===== config.mk =====
export PLATFORM = sky130hd
export DESIGN_NAME = pixbus_gen
export DESIGN_NICKNAME = d
export VERILOG_FILES = /design/src/rtl/pixbus_pkg.sv /design/src/rtl/pixbus_cfg_latch.sv /design/src/rtl/pixbus_scan.sv /design/src/rtl/pixbus_launch.sv /design/src/rtl/pixbus_gen.sv
export SDC_FILE = /design/constraint.sdc
export NUM_CORES = 1
export LEC_CHECK = 0
export BUFFER_PORTS_ARGS = -buffer_cell sky130_fd_sc_hd__clkbuf_2
export CAP_MARGIN = 20
export CORE_AREA = 2 2 134 136
export CTS_CLUSTER_SIZE = 25
export DETAILED_ROUTE_END_ITERATION = 10
export DIE_AREA = 0 0 136 138
export GPL_TIMING_DRIVEN = 0
export SYNTH_ARGS = -nofsm -noshare
export SYNTH_HDL_FRONTEND = slang
export SYNTH_SLANG_ARGS = --single-unit
export TNS_END_PERCENT = 20

===== constraint.sdc =====
create_clock -name clk -period 4.2 [get_ports clk]
set_clock_uncertainty 0.1 [all_clocks]
set_input_delay 0.84 -clock clk [delete_from_list [all_inputs] [get_ports clk]]
set_output_delay 0.84 -clock clk [all_outputs]
set_load 0.01 [all_outputs]

===== src/rtl/pixbus_pkg.sv =====
`timescale 1ns/1ps
// Package pixbus_pkg
// Shared types for the parallel pixel bus generator: the frame sequencer
// state and the per-clock output beat (qualifiers plus data byte).
package pixbus_pkg;

    localparam int PIX_W = 8;

    typedef enum logic [2:0] {
        ST_IDLE = 3'd0,   // waiting for enable
        ST_LEAD = 3'd1,   // frame-valid high, guard before first row
        ST_LINE = 3'd2,   // row active
        ST_HGAP = 3'd3,   // gap between rows
        ST_TAIL = 3'd4,   // frame-valid high, guard after last row
        ST_VGAP = 3'd5    // gap between frames
    } scan_state_t;

    typedef struct packed {
        logic             fv;
        logic             lv;
        logic [PIX_W-1:0] data;
    } pix_beat_t;

endpackage


===== src/rtl/pixbus_cfg_latch.sv =====
`timescale 1ns/1ps
// Module pixbus_cfg_latch
// Holds the frame geometry and launch-edge choice used by the running frame.
// It loads the live inputs only on the cycle the sequencer starts a frame.
// Assumes: capture is asserted only while frame-valid is low.
module pixbus_cfg_latch #(
    parameter int DIM_W = 12
) (
    input  logic             clk,
    input  logic             rst_n,
    input  logic             capture,
    input  logic             frame_busy,
    input  logic [DIM_W-1:0] in_width,
    input  logic [DIM_W-1:0] in_height,
    input  logic [DIM_W-1:0] in_hblank,
    input  logic [DIM_W-1:0] in_vblank,
    input  logic             in_fall,
    output logic [DIM_W-1:0] width_q,
    output logic [DIM_W-1:0] height_q,
    output logic [DIM_W-1:0] hblank_q,
    output logic [DIM_W-1:0] vblank_q,
    output logic             fall_q
);

    localparam logic [DIM_W-1:0] ONE = DIM_W'(1);

    // Capture the live configuration at frame start; reset to minimal legal geometry.
    always_ff @(posedge clk) begin
        if (!rst_n) begin
            width_q  <= ONE;
            height_q <= ONE;
            hblank_q <= ONE;
            vblank_q <= ONE;
            fall_q   <= 1'b0;
        end else if (capture) begin
            width_q  <= in_width;
            height_q <= in_height;
            hblank_q <= in_hblank;
            vblank_q <= in_vblank;
            fall_q   <= in_fall;
        end
    end

    // settings stay frozen while a frame runs
    p_cfg_frozen_r9: assert property (@(posedge clk) disable iff (!rst_n)
        (frame_busy && $past(frame_busy)) |->
            ($stable(width_q) && $stable(height_q) && $stable(hblank_q) && $stable(fall_q)));

endmodule


===== src/rtl/pixbus_scan.sv =====
`timescale 1ns/1ps
// Module pixbus_scan
// Frame sequencer: walks guard, rows, row gaps, trailing guard and frame gap
// with one down-counter, tracks row and pixel indices, and forms the
// unregistered output beat (qualifiers and test pattern) on the rising edge.
// Assumes: geometry inputs are the latched values, each at least 1.
module pixbus_scan
    import pixbus_pkg::*;
#(
    parameter int DIM_W = 12,
    parameter int GUARD = 6
) (
    input  logic             clk,
    input  logic             rst_n,
    input  logic             enable,
    input  logic [DIM_W-1:0] act_w,
    input  logic [DIM_W-1:0] act_h,
    input  logic [DIM_W-1:0] gap_h,
    input  logic [DIM_W-1:0] gap_v,
    output logic             capture,
    output pix_beat_t        beat
);

    localparam int GW = $clog2(GUARD + 1);
    localparam int CW = (DIM_W > GW) ? DIM_W : GW;
    localparam logic [CW-1:0] GUARD_LD = CW'(GUARD - 1);
    localparam logic [CW-1:0] C_ONE    = CW'(1);
    localparam logic [DIM_W-1:0] D_ONE = DIM_W'(1);

    scan_state_t      st_q;
    logic [CW-1:0]    cnt_q;
    logic [DIM_W-1:0] pix_q;
    logic [DIM_W-1:0] line_q;
    logic             cnt_done;
    logic             last_line;
    logic [CW-1:0]    w_ld;
    logic [CW-1:0]    hg_ld;
    logic [CW-1:0]    vg_ld;
    logic [PIX_W-1:0] pattern;

    assign cnt_done  = (cnt_q == '0);
    assign last_line = (line_q == (act_h - D_ONE));
    assign w_ld      = CW'(act_w) - C_ONE;
    assign hg_ld     = CW'(gap_h) - C_ONE;
    assign vg_ld     = CW'(gap_v) - C_ONE;
    assign capture   = enable && ((st_q == ST_IDLE) || ((st_q == ST_VGAP) && cnt_done));

    // Advance the frame state machine and its interval counter.
    always_ff @(posedge clk) begin
        if (!rst_n) begin
            st_q   <= ST_IDLE;
            cnt_q  <= '0;
            pix_q  <= '0;
            line_q <= '0;
        end else begin
            case (st_q)
                ST_IDLE: begin
                    if (enable) begin
                        st_q   <= ST_LEAD;
                        cnt_q  <= GUARD_LD;
                        line_q <= '0;
                    end
                end
                ST_LEAD: begin
                    if (cnt_done) begin
                        st_q  <= ST_LINE;
                        cnt_q <= w_ld;
                        pix_q <= '0;
                    end else begin
                        cnt_q <= cnt_q - C_ONE;
                    end
                end
                ST_LINE: begin
                    pix_q <= pix_q + D_ONE;
                    if (cnt_done) begin
                        if (last_line) begin
                            st_q  <= ST_TAIL;
                            cnt_q <= GUARD_LD;
                        end else begin
                            st_q  <= ST_HGAP;
                            cnt_q <= hg_ld;
                        end
                    end else begin
                        cnt_q <= cnt_q - C_ONE;
                    end
                end
                ST_HGAP: begin
                    if (cnt_done) begin
                        st_q   <= ST_LINE;
                        cnt_q  <= w_ld;
                        pix_q  <= '0;
                        line_q <= line_q + D_ONE;
                    end else begin
                        cnt_q <= cnt_q - C_ONE;
                    end
                end
                ST_TAIL: begin
                    if (cnt_done) begin
                        st_q  <= ST_VGAP;
                        cnt_q <= vg_ld;
                    end else begin
                        cnt_q <= cnt_q - C_ONE;
                    end
                end
                ST_VGAP: begin
                    if (cnt_done) begin
                        if (enable) begin
                            st_q   <= ST_LEAD;
                            cnt_q  <= GUARD_LD;
                            line_q <= '0;
                        end else begin
                            st_q <= ST_IDLE;
                        end
                    end else begin
                        cnt_q <= cnt_q - C_ONE;
                    end
                end
                default: begin
                    st_q <= ST_IDLE;
                end
            endcase
        end
    end

    // Test pattern: row index plus pixel index, truncated to the bus width.
    generate
        if (DIM_W + 1 >= PIX_W) begin : g_sum_wide
            logic [DIM_W:0] sum;
            assign sum     = {1'b0, line_q} + {1'b0, pix_q};
            assign pattern = sum[PIX_W-1:0];
        end else begin : g_sum_narrow
            logic [PIX_W-1:0] sum;
            assign sum     = PIX_W'(line_q) + PIX_W'(pix_q);
            assign pattern = sum;
        end
    endgenerate

    // Decode qualifiers from state and blank the data outside rows.
    always_comb begin
        beat.fv   = (st_q == ST_LEAD) || (st_q == ST_LINE) ||
                    (st_q == ST_HGAP) || (st_q == ST_TAIL);
        beat.lv   = (st_q == ST_LINE);
        beat.data = beat.lv ? pattern : '0;
    end

    // Observation counters for the guard and row-count properties.
    logic [GW:0]      lead_q;
    logic [GW:0]      tail_q;
    logic [DIM_W-1:0] rows_q;
    logic             seen_lv_q;
    logic             lv_d_q;
    localparam logic [GW:0] G_CAP = (GW + 1)'(GUARD + 1);

    // Count clocks since frame-valid rose and since the last row ended.
    always_ff @(posedge clk) begin
        if (!rst_n) begin
            lead_q    <= '0;
            tail_q    <= '0;
            rows_q    <= '0;
            seen_lv_q <= 1'b0;
            lv_d_q    <= 1'b0;
        end else begin
            lv_d_q <= beat.lv;
            if (!beat.fv)              lead_q <= '0;
            else if (lead_q != G_CAP)  lead_q <= lead_q + 1'b1;
            if (!beat.fv || beat.lv)   tail_q <= '0;
            else if (tail_q != G_CAP)  tail_q <= tail_q + 1'b1;
            if (!beat.fv)              seen_lv_q <= 1'b0;
            else if (beat.lv)          seen_lv_q <= 1'b1;
            if (!beat.fv)                   rows_q <= '0;
            else if (beat.lv && !lv_d_q)    rows_q <= rows_q + D_ONE;
        end
    end

    // guard from frame start to the first row
    p_lead_guard_r2: assert property (@(posedge clk) disable iff (!rst_n)
        ($rose(beat.lv) && !seen_lv_q) |-> (lead_q == (GW + 1)'(GUARD)));

    // guard from the last row to frame end
    p_tail_guard_r3: assert property (@(posedge clk) disable iff (!rst_n)
        $fell(beat.fv) |-> (tail_q == (GW + 1)'(GUARD)));

    // row count per frame matches the captured height
    p_row_count_r4: assert property (@(posedge clk) disable iff (!rst_n)
        $fell(beat.fv) |-> (rows_q == act_h));

    // pixel index stays inside the captured row width
    p_pix_in_row_r5: assert property (@(posedge clk) disable iff (!rst_n)
        beat.lv |-> (pix_q < act_w));

endmodule


===== src/rtl/pixbus_launch.sv =====
`timescale 1ns/1ps
// Module pixbus_launch
// Output register stage. A rising-edge register always holds the beat; a
// second register re-captures it on the falling edge. The captured launch
// choice selects which of the two drives the pins.
// Assumes: fall_sel changes only while both registers hold idle values.
module pixbus_launch
    import pixbus_pkg::*;
(
    input  logic             clk,
    input  logic             rst_n,
    input  logic             fall_sel,
    input  pix_beat_t        beat_in,
    output logic             fv_o,
    output logic             lv_o,
    output logic [PIX_W-1:0] data_o
);

    pix_beat_t rise_q;
    pix_beat_t fall_q;
    pix_beat_t pick;

    // Rising-edge launch register.
    always_ff @(posedge clk) begin
        if (!rst_n) rise_q <= '0;
        else        rise_q <= beat_in;
    end

    // Falling-edge re-register of the rising-edge stage.
    always_ff @(negedge clk) begin
        if (!rst_n) fall_q <= '0;
        else        fall_q <= rise_q;
    end

    // Choose the launch edge that drives the pins.
    always_comb begin
        pick   = fall_sel ? fall_q : rise_q;
        fv_o   = pick.fv;
        lv_o   = pick.lv;
        data_o = pick.data;
    end

    // row qualifier only inside the frame qualifier
    p_lv_inside_fv_r11: assert property (@(posedge clk) disable iff (!rst_n)
        rise_q.lv |-> rise_q.fv);

    // data bus is zero outside rows
    p_blank_data_r5: assert property (@(posedge clk) disable iff (!rst_n)
        !rise_q.lv |-> (rise_q.data == '0));

    // falling stage carries the rising stage half a clock later
    p_fall_tracks_r10: assert property (@(posedge clk) disable iff (!rst_n)
        $past(rst_n) |-> (fall_q == rise_q));

endmodule


===== src/rtl/pixbus_gen.sv =====
`timescale 1ns/1ps
// Module pixbus_gen
// Top of the parallel camera pixel bus generator: configuration capture,
// frame sequencer and launch-edge output stage.
// Assumes: all geometry inputs are at least 1; outputs are sampled by the
// receiver on the edge opposite to the selected launch edge.
module pixbus_gen
    import pixbus_pkg::*;
#(
    parameter int DIM_W = 12,
    parameter int GUARD = 6
) (
    input  logic             clk,
    input  logic             rst_n,
    input  logic             enable,
    input  logic [DIM_W-1:0] cfg_width,
    input  logic [DIM_W-1:0] cfg_height,
    input  logic [DIM_W-1:0] cfg_hblank,
    input  logic [DIM_W-1:0] cfg_vblank,
    input  logic             cfg_fall_launch,
    output logic [7:0]       pix_data,
    output logic             frame_valid,
    output logic             line_valid
);

    logic             capture;
    logic [DIM_W-1:0] width_q;
    logic [DIM_W-1:0] height_q;
    logic [DIM_W-1:0] hblank_q;
    logic [DIM_W-1:0] vblank_q;
    logic             fall_q;
    pix_beat_t        beat;

    pixbus_cfg_latch #(.DIM_W(DIM_W)) u_cfg (
        .clk        (clk),
        .rst_n      (rst_n),
        .capture    (capture),
        .frame_busy (beat.fv),
        .in_width   (cfg_width),
        .in_height  (cfg_height),
        .in_hblank  (cfg_hblank),
        .in_vblank  (cfg_vblank),
        .in_fall    (cfg_fall_launch),
        .width_q    (width_q),
        .height_q   (height_q),
        .hblank_q   (hblank_q),
        .vblank_q   (vblank_q),
        .fall_q     (fall_q)
    );

    pixbus_scan #(.DIM_W(DIM_W), .GUARD(GUARD)) u_scan (
        .clk     (clk),
        .rst_n   (rst_n),
        .enable  (enable),
        .act_w   (width_q),
        .act_h   (height_q),
        .gap_h   (hblank_q),
        .gap_v   (vblank_q),
        .capture (capture),
        .beat    (beat)
    );

    pixbus_launch u_out (
        .clk      (clk),
        .rst_n    (rst_n),
        .fall_sel (fall_q),
        .beat_in  (beat),
        .fv_o     (frame_valid),
        .lv_o     (line_valid),
        .data_o   (pix_data)
    );

endmodule


==> impl_metrics.py, run 1 <==
metrics = {
    "critical_path": {
        "rr_startpoint": "u_cfg.height_q[2]",
        "slowest_delay_ps": 290,
        "cp-start-kind": "flop",
        "crit_arrival_ps": 3210,
        "criticalPathCategory": "reg2out",
        "reg2reg_depth": 8,
        "crit_fanout": 1,
        "critPathSlowestCell": "dfxtp_1",
        "r2r_end": "u_scan.cnt_q[11]",
        "cp.required_ps": 3260,
        "crit_path_cell_trace": "mux2_2 -> clkbuf_2",
        "r2r_setup_slack_ps": 730,
        "cp-end-kind": "output port",
    },
    "hold_path": {
        "whs_path_depth": 2,
        "hold_path.class": "reg2reg",
        "hold_path_end": "u_cfg.height_q[11]",
        "min_from": "u_cfg.height_q[11]",
    },
    "die": {
        "start_util": 0.342,
        "top_level_ports": 62,
        "dieArea_um2": 18800,
        "die_x_um": 136,
        "die_h_um": 138,
        "core_um2": 17500,
        "rows": 49,
    },
    "routing": {
        "finalWirelength_um": 16100,
        "routedWlPerCell_um": 15.0,
        "firstDrtPassIters": 5,
        "drt-initial-drc-count": 423,
        "viasPerCell": 5.10,
        "dr_total_vias": 5475,
        "drc": 0,
        "ant_nets": 0,
    },
    "clock_network": {
        "cts-root-buf": "clkbuf_16",
        "numCtsBuffers": 9,
        "clock_latency_ps": 360,
        "cts_max_path_buffers": 2,
        "clock-sinks": 104,
        "hold_buffers": 0,
        "cts_tree": "done",
        "cts.clk_slew.worst_paths_ps": 80,
        "htreeDepth": 3,
    },
    "synth": {
        "synth_fa_ha_area_frac": 0.0347,
        "synth_top_family_by_area": "simple AND/OR/NAND/NOR gates",
        "ys_top_cells_by_area": "dfxtp_1 35%, nand2_1 8.1%, xnor2_1 4.8%",
        "synth_top_area_frac": 0.348,
        "synth_edf_count": 0,
        "synth_area_um2": 5990,
        "synth_seq_cells": 104,
        "synth.avg_cell_area_um2": 7.89,
        "synthFlopType": "dfxtp_1",
        "synth_simple_gate_area_frac": 0.253,
        "ys_types": 62,
        "synth_mux_area_frac": 0.0257,
        "synth_compound_area_frac": 0.200,
        "synth_nets": 827,
        "synth_cells": 759,
        "async_reset_ff_frac": 0,
        "synth_xor_area_frac": 0.0965,
        "yosysSeqAreaShare": 0.348,
        "yosysWarnings": 0,
        "synth_top_area_cell": "dfxtp_1",
    },
    "layout": {
        "drive_above_1_share": 0.129,
        "layout.cells.most_common": "nand2_1",
        "nNetsFinal": 908,
        "num_antenna_cells": 0,
        "final_cell_mix": "129 x nand2_1, 104 x dfxtp_1, 63 x clkbuf_2",
        "instances_no_fill": 1074,
        "stdcell_area_um2": 6920,
        "area_delta_synth_final_pct": 15.5,
        "fillers": 1912,
    },
    "run_status": {
        "run_status": "complete, no violations",
    },
    "sta": {
        "drv_slew": 0,
        "finalSetupViolCount": 0,
        "worst_slack_ps": 52.0,
        "max_slew.worst_pin.slew_ps": 1010,
        "report.final.hold_viol_count": 0,
        "rsz0062_at_grt": "false",
        "tns_ps": 0,
        "slew_headroom": 0.324,
    },
    "pwr": {
        "p_per_area_nw_per_um2": 613,
        "p_leak_nw": 2.72,
        "power_mw": 4.24,
        "ir_worst_vdd_mv": 0.335,
    },
    "placement": {
        "port_buffers": 60,
        "place_area_um2": 6580,
        "place_ws_ps": -637,
        "gp_congestion": 0.904,
        "dp_hpwl_um": 12200,
        "placed_cells": 1048,
    },
    "global_routing": {
        "track_usage": 0.174,
        "grt_max_degree": 21,
        "grt_overflow_total": 0,
        "grt_pass1_vias": 4964,
        "antenna_found_initial": 0,
        "grt_pass1_wl_um": 26000,
    },
    "run": {
        "maxCapViolCount": 0,
    },
}
## metrics by stage
stage	hold slack (ps)	util
3_5_place_dp	363	0.375
4_1_cts	374	0.394
6_report	372	0.395
5_1_grt	394	0.395
2_1_floorplan	348	-
3_3_place_gp	363	0.375
## critical path: cells and delay by family, from the launching register on
kind / cells / cell delay, ps
buffers and inverters: 1 / 130
DFF: 1 / 290
muxes: 1 / 270
## report_power, final
part / internal, mW / total [mW] / switching (mW) / leakage (nW)
Combinational: 0.730 / 2.00 / 1.27 / 1.67
Sequential: 1.15 / 1.33 / 0.181 / 0.848
Clock: 0.439 / 0.908 / 0.469 / 0.198
## registers in the layout (all words and copies together), names as in the netlist
name            cells
u_cfg.height_q     12
u_scan.pix_q        8
u_scan.st_q         3
u_cfg.hblank_q     12
u_cfg.fall_q        1
u_scan.line_q      12
u_out.rise_q       10
u_cfg.width_q      12
u_out.fall_q       10
u_cfg.vblank_q     12
u_scan.cnt_q       12
## worst max-delay path by stage
stage	from	endpoint	slack, ps	cells after the start
2_1_floorplan	rst_n	u_out.fall_q[0]	270	4
3_3_place_gp	rst_n	u_out.fall_q[1]	-570	4
3_5_place_dp	rst_n	u_out.fall_q[1]	-640	4
4_1_cts	u_out.fall_q[9]	frame_valid	50	2
5_1_grt	u_out.fall_q[7]	pix_data[7]	20	2
6_report	u_out.fall_q[9]	frame_valid	50	2
## Yosys cell counts (5+ instances only)
master	n
a211oi_1	7
nor3_1	21
o22ai_1	5
a311oi_1	7
and2_1	15
nor4_1	13
dfxtp_1	104
ha_1	15
and3_1	5
clkbuf_1	38
nor2_1	62
or4_1	6
nand4_1	7
o21ai_0	24
xnor2_1	33
o211ai_1	11
nor2b_1	11
nand3_1	19
o21ai_1	6
inv_1	23
mux2_2	11
xor2_1	33
or3_1	5
nand2_1	129
a22o_1	7
a21oi_1	46
a21boi_0	27
## kinds of logic (layout without fill, tap and decap cells)
family,after synthesis,after routing
DFF,104,104
AOI/OAI and AO/OA,176,176
xor gates and xnor gates,66,66
and+or+nand+nor,318,318
muxes,14,14
adders and majority gates,16,16
buffers and inverters,65,151
## cell type report
| type | count | area, um^2 | area share |
|---|---|---|---|
| Tap cell | 229 | 287 | 0.0414 |
| Timing Repair Buffer | 61 | 305 | 0.0441 |
| Clock inverter | 17 | 115 | 0.0166 |
| Clock buffer | 9 | 225 | 0.0325 |
| Buffer | 42 | 170 | 0.0246 |
| Inverter | 22 | 82.6 | 0.0119 |
| Multi-Input combinational cell | 590 | 3650 | 0.528 |
| Sequential cell | 104 | 2080 | 0.301 |
## metal layers
layer / track usage / wire length, um / vias to the layer above
met3: 0.0227 / 764 / 24
met1: 0.263 / 8230 / 2472
met4: 0.0658 / 310 / 0
met2: 0.250 / 6820 / 146
li1: - / - / 2833
met5: 0 / 0 / -
## timing repair
item                       in CTS  in global routing
buffers inserted                0                  0
setup endpoints to repair       4                  0
resized for setup               2                  0
(Power assumes the default switching activity.)
==> run 2, diff against run 1 <==
Settings changed: PLACE_DENSITY_LB_ADDON set to 0.15.
==> impl_metrics.py, run 2 (synthesized netlist as in run 1, its figures left out) <==
metrics = {
    "hold_path": {
        "whs_path_depth": 2,
        "hold_path_end": "u_cfg.width_q[11]",
        "hold_path.class": "reg2reg",
        "min_from": "u_cfg.width_q[11]",
    },
    "sta": {
        "drv_slew": 0,
        "max_slew.worst_pin.slew_ps": 983,
        "slew_headroom": 0.338,
        "rsz0062_at_grt": "false",
        "report.final.hold_viol_count": 0,
        "finalSetupViolCount": 0,
    },
    "layout": {
        "layout.cells.most_common": "nand2_1",
        "stdcell_area_um2": 6960,
        "final_cell_mix": "129 x nand2_1, 104 x dfxtp_1, 63 x clkbuf_2",
        "nNetsFinal": 908,
        "num_antenna_cells": 0,
        "area_delta_synth_final_pct": 16.2,
        "drive_above_1_share": 0.130,
        "final_core_util": 0.397,
    },
    "routing": {
        "drt-initial-drc-count": 380,
        "drc": 0,
        "firstDrtPassIters": 5,
        "finalWirelength_um": 17200,
        "routedWlPerCell_um": 16.0,
        "dr_total_vias": 5481,
        "viasPerCell": 5.10,
        "ant_nets": 0,
    },
    "critical_path": {
        "cp.buffers_inverters": 1,
        "crit_fanout": 1,
        "crit_family": "flip-flops",
        "r2r_setup_slack_ps": 570,
        "cp.required_ps": 3260,
        "criticalPathCategory": "reg2out",
        "cp-end-kind": "output port",
        "reg2reg_depth": 8,
        "cp-start-kind": "flop",
        "rr_startpoint": "u_cfg.height_q[1]",
        "crit_path_cell_trace": "mux2_2 -> clkbuf_2",
        "critPathSlowestCell": "dfxtp_1",
        "slowest_delay_ps": 280,
        "r2r_end": "u_scan.cnt_q[11]",
        "crit_arrival_ps": 3180,
    },
    "global_routing": {
        "grt_pass1_vias": 5199,
        "grt_pass1_wl_um": 27800,
        "antenna_found_initial": 0,
        "track_usage": 0.187,
        "grt_overflow_total": 0,
        "grt_max_degree": 18,
    },
    "clock_network": {
        "numCtsBuffers": 9,
        "clock-sinks": 104,
        "cts_max_path_buffers": 2,
        "cts_setup_buffers": 0,
        "htreeDepth": 3,
        "hold_buffers": 0,
        "cts-root-buf": "clkbuf_16",
        "cts_tree": "done",
        "cts.clk_slew.worst_paths_ps": 70,
        "ctsResizeCount": 2,
        "clock_latency_ps": 360,
    },
    "pwr": {
        "p_leak_nw": 2.74,
        "ir_worst_vdd_mv": 0.259,
        "p_per_area_nw_per_um2": 628,
    },
    "placement": {
        "gp_congestion": 0.860,
        "dp_hpwl_um": 13100,
        "place_area_um2": 6580,
        "port_buffers": 60,
    },
    "die": {
        "die_h_um": 138,
        "top_level_ports": 62,
        "dieArea_um2": 18800,
        "die_x_um": 136,
        "core_um2": 17500,
        "start_util": 0.342,
        "rows": 49,
    },
    "run_status": {
        "run_status": "complete, no violations",
    },
    "run": {
        "maxCapViolCount": 0,
    },
}
==> run 2: cell count changes in the layout (fill, tap and decap cells not counted), sizes merged <==
| cell | before | now |
|---|---|---|
| bufinv | 0 | 2 |
| clkinv | 1 | 2 |
| inv | 37 | 34 |
| clkbuf | 108 | 109 |
| clkinvlp | 1 | 0 |
==> run 2: cell type report <==
class,instances,area [um^2]
fillers,1950,10600
multi-input cells,590,3650
flip-flops and latches,104,2080
repair buffers,61,308
well taps,229,287
clock buffers,10,239
plain buffers,42,171
clock inverters,16,135
inverters,22,82.6
==> run 2: power by group <==
part,internal [mW],switching [mW]
logic,0.730,1.30
registers,1.15,0.187
clock network,0.561,0.439
==> run 2: metrics by stage <==
step                setup TNS (ps)  cells  setup slack (ps)  power (mW)  hold WS, ps
global route                     0   1074              14.4        4.69          394
floorplan                        0    759               266        2.79          348
finish                           0   1074              77.1        4.37          371
CTS                              0   1073              57.8        4.37          371
global placement             -2980   1048              -746        3.38          356
detailed placement           -3170   1048              -793        3.37          361
==> run 2: worst max-delay path by stage <==
stage / startpoint / end / slack, ps / cells past startpoint
3_5_place_dp: rst_n / u_out.fall_q[8] / -790 / 4
2_1_floorplan: rst_n / u_out.fall_q[0] / 270 / 4
5_1_grt: u_out.fall_q[9] / frame_valid / 10 / 2
6_report: u_out.fall_q[9] / frame_valid / 80 / 2
3_3_place_gp: rst_n / u_out.fall_q[7] / -750 / 4
4_1_cts: rst_n / u_out.fall_q[8] / 60 / 4
==> run 2: per-layer routing <==
metal	global-route usage	wire length (um)	vias to the layer above
li1	-	-	2834
met1	0.284	8940	2482
met2	0.272	7210	135
met3	0.0246	662	30
met4	0.0598	369	0
met5	0	0	-
==> run 2: tightest hold or removal path, stage by stage (launching register included) <==
cell	delay (ps)
dfxtp_1	320
nand2_1	60
a21oi_1	50
